## src/rtl/llsc_pkg.sv

```systemverilog
package llsc_pkg;

  typedef enum logic [1:0] {
    SC_IDLE   = 2'd0,
    SC_BYPASS = 2'd1,
    SC_PASS   = 2'd2,
    SC_FAIL   = 2'd3
  } sc_outcome_e;

endpackage

```

## src/rtl/llsc_resv.sv

```systemverilog
module llsc_resv #(
  parameter int ADDR_W   = 32,
  parameter int GRAN_LSB = 4
) (
  input  logic              clk,
  input  logic              rst_n,
  input  logic [ADDR_W-1:0] blk_mask,
  input  logic              ll_valid,
  input  logic [ADDR_W-1:0] ll_addr,
  input  logic              snp_valid,
  input  logic [ADDR_W-1:0] snp_addr,
  input  logic              sc_consume,
  output logic              resv_live,
  output logic [ADDR_W-1:0] resv_addr
);

  localparam logic [ADDR_W-1:0] GRAN_KEEP = {{(ADDR_W-GRAN_LSB){1'b1}}, {GRAN_LSB{1'b0}}};

  logic              armed_q, armed_d;
  logic [ADDR_W-1:0] addr_q, addr_d;
  logic              addr_en;
  logic              snp_hit;

  // snoop compares at block grain, ahead of any store-conditional
  always_comb begin
    snp_hit   = armed_q && snp_valid && ((addr_q & blk_mask) == (snp_addr & blk_mask));
    resv_live = armed_q && !snp_hit;
  end

  // load-linked wins over every clearing cause for the next state
  always_comb begin
    addr_en = ll_valid;
    addr_d  = ll_addr & GRAN_KEEP;
    if (ll_valid) begin
      armed_d = 1'b1;
    end else begin
      armed_d = resv_live && !sc_consume;
    end
  end

  always_ff @(posedge clk or negedge rst_n) begin
    if (!rst_n) begin
      armed_q <= 1'b0;
    end else begin
      armed_q <= armed_d;
    end
  end

  always_ff @(posedge clk or negedge rst_n) begin
    if (!rst_n) begin
      addr_q <= '0;
    end else if (addr_en) begin
      addr_q <= addr_d;
    end
  end

  assign resv_addr = addr_q;

endmodule

```

## src/rtl/llsc_fail_ctr.sv

```systemverilog
module llsc_fail_ctr #(
  parameter int CNT_W       = 32,
  parameter int WARN_PERIOD = 100000
) (
  input  logic             clk,
  input  logic             rst_n,
  input  logic             fail_evt,
  input  logic             pass_evt,
  output logic [CNT_W-1:0] count,
  output logic             warn
);

  localparam int SUB_W = (WARN_PERIOD > 1) ? $clog2(WARN_PERIOD) : 1;

  logic [CNT_W-1:0] cnt_q, cnt_d;
  logic             warn_q, warn_d;
  logic             bump;
  logic             period_wrap;

  assign bump = fail_evt && !(&cnt_q);

  generate
    if (WARN_PERIOD > 1) begin : g_sub
      localparam logic [SUB_W-1:0] SUB_LAST = SUB_W'(WARN_PERIOD - 1);
      logic [SUB_W-1:0] sub_q, sub_d;

      assign period_wrap = (sub_q == SUB_LAST);

      always_comb begin
        sub_d = sub_q;
        if (pass_evt) begin
          sub_d = '0;
        end else if (bump) begin
          sub_d = period_wrap ? '0 : sub_q + 1'b1;
        end
      end

      always_ff @(posedge clk or negedge rst_n) begin
        if (!rst_n) begin
          sub_q <= '0;
        end else if (pass_evt || bump) begin
          sub_q <= sub_d;
        end
      end
    end else begin : g_every
      assign period_wrap = 1'b1;
    end
  endgenerate

  always_comb begin
    cnt_d = cnt_q;
    if (pass_evt) begin
      cnt_d = '0;
    end else if (bump) begin
      cnt_d = cnt_q + 1'b1;
    end
    warn_d = bump && period_wrap;
  end

  always_ff @(posedge clk or negedge rst_n) begin
    if (!rst_n) begin
      cnt_q  <= '0;
      warn_q <= 1'b0;
    end else begin
      cnt_q  <= cnt_d;
      warn_q <= warn_d;
    end
  end

  assign count = cnt_q;
  assign warn  = warn_q;

endmodule

```

## src/rtl/llsc_monitor.sv

```systemverilog
module llsc_monitor
  import llsc_pkg::*;
#(
  parameter int ADDR_W      = 32,
  parameter int GRAN_LSB    = 4,
  parameter int CNT_W       = 32,
  parameter int WARN_PERIOD = 100000
) (
  input  logic              clk,
  input  logic              rst_n,
  input  logic [ADDR_W-1:0] blk_mask,
  input  logic              ll_valid,
  input  logic [ADDR_W-1:0] ll_addr,
  input  logic              sc_valid,
  input  logic              sc_uncached,
  input  logic [ADDR_W-1:0] sc_addr,
  input  logic              snp_valid,
  input  logic [ADDR_W-1:0] snp_addr,
  input  logic              gclr,
  output logic              sc_resp_valid,
  output logic              sc_result,
  output logic              mem_fwd,
  output logic [CNT_W-1:0]  fail_count,
  output logic              livelock_warn,
  output logic              wakeup
);

  localparam logic [ADDR_W-1:0] GRAN_KEEP = {{(ADDR_W-GRAN_LSB){1'b1}}, {GRAN_LSB{1'b0}}};

  logic              resv_live;
  logic [ADDR_W-1:0] resv_addr;
  logic              sc_consume;
  logic              granule_eq;
  sc_outcome_e       outcome;

  logic resp_q, resp_d;
  logic res_q, res_d, res_en;
  logic fwd_q, fwd_d;
  logic wake_q;

  assign sc_consume = sc_valid && !sc_uncached;

  llsc_resv #(
    .ADDR_W   (ADDR_W),
    .GRAN_LSB (GRAN_LSB)
  ) u_resv (
    .clk        (clk),
    .rst_n      (rst_n),
    .blk_mask   (blk_mask),
    .ll_valid   (ll_valid),
    .ll_addr    (ll_addr),
    .snp_valid  (snp_valid),
    .snp_addr   (snp_addr),
    .sc_consume (sc_consume),
    .resv_live  (resv_live),
    .resv_addr  (resv_addr)
  );

  // decide this cycle's store-conditional
  always_comb begin
    granule_eq = ((sc_addr & GRAN_KEEP) == resv_addr);
    if (!sc_valid) begin
      outcome = SC_IDLE;
    end else if (sc_uncached) begin
      outcome = SC_BYPASS;
    end else if (resv_live && granule_eq) begin
      outcome = SC_PASS;
    end else begin
      outcome = SC_FAIL;
    end
  end

  llsc_fail_ctr #(
    .CNT_W       (CNT_W),
    .WARN_PERIOD (WARN_PERIOD)
  ) u_ctr (
    .clk      (clk),
    .rst_n    (rst_n),
    .fail_evt (outcome == SC_FAIL),
    .pass_evt (outcome == SC_PASS),
    .count    (fail_count),
    .warn     (livelock_warn)
  );

  always_comb begin
    resp_d = (outcome == SC_PASS) || (outcome == SC_FAIL);
    res_en = resp_d;
    res_d  = (outcome == SC_PASS);
    fwd_d  = (outcome == SC_PASS) || (outcome == SC_BYPASS);
  end

  always_ff @(posedge clk or negedge rst_n) begin
    if (!rst_n) begin
      resp_q <= 1'b0;
      fwd_q  <= 1'b0;
      wake_q <= 1'b0;
    end else begin
      resp_q <= resp_d;
      fwd_q  <= fwd_d;
      wake_q <= gclr;
    end
  end

  always_ff @(posedge clk or negedge rst_n) begin
    if (!rst_n) begin
      res_q <= 1'b0;
    end else if (res_en) begin
      res_q <= res_d;
    end
  end

  assign sc_resp_valid = resp_q;
  assign sc_result     = res_q;
  assign mem_fwd       = fwd_q;
  assign wakeup        = wake_q;

endmodule

```

## config.mk

```make
export PLATFORM = sky130hd
export DESIGN_NAME = llsc_monitor
export DESIGN_NICKNAME = d
export VERILOG_FILES = /design/src/rtl/llsc_pkg.sv /design/src/rtl/llsc_resv.sv /design/src/rtl/llsc_fail_ctr.sv /design/src/rtl/llsc_monitor.sv
export SDC_FILE = /design/constraint.sdc
export NUM_CORES = 1
export LEC_CHECK = 0
export BUFFER_PORTS_ARGS = -buffer_cell sky130_fd_sc_hd__buf_2
export CAP_MARGIN = 5
export CORE_MARGIN = 2
export CORE_UTILIZATION = 32
export DETAILED_ROUTE_END_ITERATION = 8
export MAX_ROUTING_LAYER = met4
export PLACE_DENSITY = 0.61
export SLEW_MARGIN = 20
export SYNTH_ARGS = -nofsm -noshare
export SYNTH_HDL_FRONTEND = slang
export SYNTH_SLANG_ARGS = --single-unit
```

## constraint.sdc

```tcl
create_clock -name clk -period 2.9 [get_ports clk]
set_input_delay 0.145 -clock clk [delete_from_list [all_inputs] [get_ports clk]]
set_output_delay 0.145 -clock clk [all_outputs]
set_load 0.02 [all_outputs]
```

==> flow_metrics.env <==
export IMPL_synthCells=494
export IMPL_finalPower_mw=2.92
export IMPL_slew_violations=0
export IMPL_antenna_found_initial=0
export IMPL_antenna_cells=0
export IMPL_clock_skew_ns=0.00964
export IMPL_clkTransAtPathRegs_ns=0.06
export IMPL_worst_slew_margin_rel_pct=47.2
export IMPL_wire_per_inst_um=17.4
export IMPL_grt_max_degree=84
export IMPL_cp_end_kind="flop"
export IMPL_initial_utilization_pct=32.5
export IMPL_drtIter0Drc=337
export IMPL_fp_coreArea_um2=15100
export IMPL_synth_fp_nets=633
export IMPL_vias_per_cell=5.43
export IMPL_hp_class="input port to flop"
export IMPL_yosysTopAreaCell="dfrtp_1"
export IMPL_synth_edf_count=0
export IMPL_layout_nets=847
export IMPL_leakagePower_nw=3.02
export IMPL_insertion_delay_ns=0.34
export IMPL_max_stage_delay_ns=0.40
export IMPL_synth_distinct_cells=59
export IMPL_fmax_mhz=320
export IMPL_num_io_pins=172
export IMPL_setup_worst_path_class="flop to flop"
export IMPL_post_dp_hpwl_um=11300
export IMPL_fin_crit_ns=3.12
export IMPL_cts_sinks=83
export IMPL_root_buffer="clkbuf_16"
export IMPL_required_ns=3.12
export IMPL_fin_crit_sh_pct=108
export IMPL_h_tree_depth=3
export IMPL_endpoint="u_ctr.count[19]"
export IMPL_violations="negative setup slack"
export IMPL_ys_top_cells_by_area="dfrtp_1, mux2_2, xor2_1, xnor2_1, nand4_1"
export IMPL_grt_pass1_wl_um=24000
export IMPL_rr_worst_depth=14
export IMPL_syn_area_um2=4920
export IMPL_cts_tree="done"
export IMPL_ys_flop_type="dfrtp_1"
export IMPL_via_count=4893
export IMPL_crit_buf_inv=3
export IMPL_gp_congestion=0.879
export IMPL_power_density_nw_per_um2=421
export IMPL_ys_seq_area_share_pct=42.2
export IMPL_r2r_end="u_ctr.count[19]"
export IMPL_grt_setup_unrepaired="yes"
export IMPL_cts_buffer_depth=2
export IMPL_crit_chain="xor2_1, a22oi_1, nand4_1, o41ai_2, buf_4, o21a_1, ha_4, buf_6, nand4_1, nor2_4, buf_4, nand2_2, nor4_2, mux2_2"
export IMPL_cp_top_family="simple AND/OR/NAND/NOR gates"
export IMPL_drive_gt1_share_pct=46.3
export IMPL_port_buffers=163
export IMPL_async_flop_share_pct=100
export IMPL_status="finished, violations left"
export IMPL_rr_startpoint="u_resv.resv_addr[6]"
export IMPL_irDropWorstVdd_mv=0.277
export IMPL_area_delta_synth_final_pct=40.8
export IMPL_synth_top_cell_area_share_pct=42.2
export IMPL_rows=45
export IMPL_startpoint_type="flop"
export IMPL_die_area_um2=16400
export IMPL_crit_start="u_resv.resv_addr[6]"
export IMPL_setup_ws_ns=-0.220
export IMPL_cts_made_buffers=9
export IMPL_hold_violations=0
export IMPL_tightest_slew_ns=0.792
export IMPL_overflow=0
export IMPL_final_util_pct=45.8
export IMPL_crit_fanout=4
export IMPL_finalSetupViolCount=20
export IMPL_ys_seq_elements=83
export IMPL_grtUsageTotal_pct=19.1
export IMPL_arrival_ns=3.34
export IMPL_cp_slowest_cell="dfrtp_1"
export IMPL_syn_avg_cell_area_um2=9.97
export IMPL_grt_pass1_vias=4865
export IMPL_die_h_um=128
export IMPL_die_x_um=128
export IMPL_ant_nets=0
export IMPL_crit_cells=14
export IMPL_wirelength_um=15600
export IMPL_cap_violations=0
export IMPL_dr_pass1_iters=6
export IMPL_ys_warn_count=0
export IMPL_regToRegSetupSlack_ns=-0.22
export IMPL_drc_errors=0
cell families (layout without fill, tap and decap cells):
logic type                 Yosys count  count (layout)  synth area share, %
AOI/OAI and AO/OA                  116             116                 15.1
xor gates and xnor gates            59              59                 10.5
adders and majority gates            4               4                 1.02
buffers and inverters               30             249                 3.56
DFF                                 83              83                 42.2
muxes                               33              33                 7.55
and+or+nand+nor                    169             169                 20.1
state kept, by name, summed over array words and instances, names as in the netlist:
signal,cells
u_resv.resv_addr,28
u_ctr.warn,1
mem_fwd,1
u_ctr.g_sub.sub_q,17
sc_result,1
u_ctr.count,32
u_resv.armed_q,1
sc_resp_valid,1
wakeup,1
cell usage after synthesis (15+ instances only):
library cell	count
dfrtp_1	83
nand3_1	24
xnor2_1	22
or3_1	15
o31ai_1	16
nand4_1	27
xor2_1	37
nand2_1	19
mux2_2	33
nor2_1	22
a21oi_1	33
o21ai_0	26
power by group:
group / leakage (nW) / internal [mW] / switching [mW]
clock: 0.137 / 0.669 / 0.481
combinational: 1.81 / 0.268 / 0.237
sequential: 1.08 / 1.21 / 0.0468
routing by layer:
layer | GRT usage (%) | vias to the layer above | wire [um]
li1 | - | 2300 | -
met1 | 23.1 | 2373 | 6750
met5 | - | - | 0
met2 | 31.9 | 198 | 7690
met3 | 3.59 | 22 | 922
met4 | 6.98 | 0 | 287
worst min path at each step:
stage	slack, ns	depth (start not counted)	end	from
6_report	0.04	2	u_resv.resv_addr[18]	ll_addr[18]
4_1_cts	0.02	2	u_resv.resv_addr[26]	ll_addr[26]
3_3_place_gp	0.25	1	wakeup	gclr
5_1_grt	0.04	2	u_resv.resv_addr[26]	ll_addr[26]
2_1_floorplan	-0.15	0	mem_fwd	rst_n
3_5_place_dp	0.26	1	wakeup	gclr
stage by stage:
stage	worst slack [ns]	cell area, um2	std cells	setup TNS (ns)	hold WS, ns
final	-0.220	6930	901	-2.47	0.0401
after global routing	-0.396	6930	901	-7.22	0.0359
after CTS	-0.186	6660	896	-1.77	0.0243
after detailed placement	-0.424	6210	872	-7.66	0.258
after global placement	-0.430	6210	872	-6.63	0.253
after floorplan	0.0247	4920	494	0	-0.151
cell usage in the layout (no fill, tap or decap), drive strengths merged, types with 2 or more instances in the layout:
cell type / synthesis / final
and2: 4 / 4
nor2: 23 / 23
a22oi: 14 / 14
dlygate4sd3: 0 / 3
and3: 8 / 8
xnor2: 22 / 22
buf: 9 / 222
clkinv: 0 / 2
nand3: 24 / 24
or3: 16 / 16
mux2: 33 / 33
o31ai: 16 / 16
dfrtp: 83 / 83
nor2b: 8 / 8
a21oi: 33 / 33
a211oi: 2 / 2
or4: 7 / 7
nor4: 10 / 10
o21ai: 27 / 27
a31oi: 3 / 3
nor3: 8 / 8
a2111oi: 2 / 2
ha: 4 / 4
inv: 8 / 8
clkbuf: 13 / 12
and4: 5 / 5
nand2: 19 / 19
nand4: 28 / 28
o311ai: 9 / 9
nand2b: 2 / 2
xor2: 37 / 37
what timing repair did:
item,CTS,global route
endpoints found under the hold margin,2,83
endpoints found under the setup margin,41,46
resized for setup,19,55
hold buffers,2,1
buffers inserted,6,4
pin swaps,28,17
cell type report:
cell class	instances	area, um2
Inverter	8	30.0
Sequential cell	83	2080
Fill cell	1430	8210
Clock buffer	12	236
Clock inverter	4	51.3
Timing Repair Buffer	225	1340
Multi-Input combinational cell	381	2960
Tap cell	188	235
(Power assumes the default switching activity.)
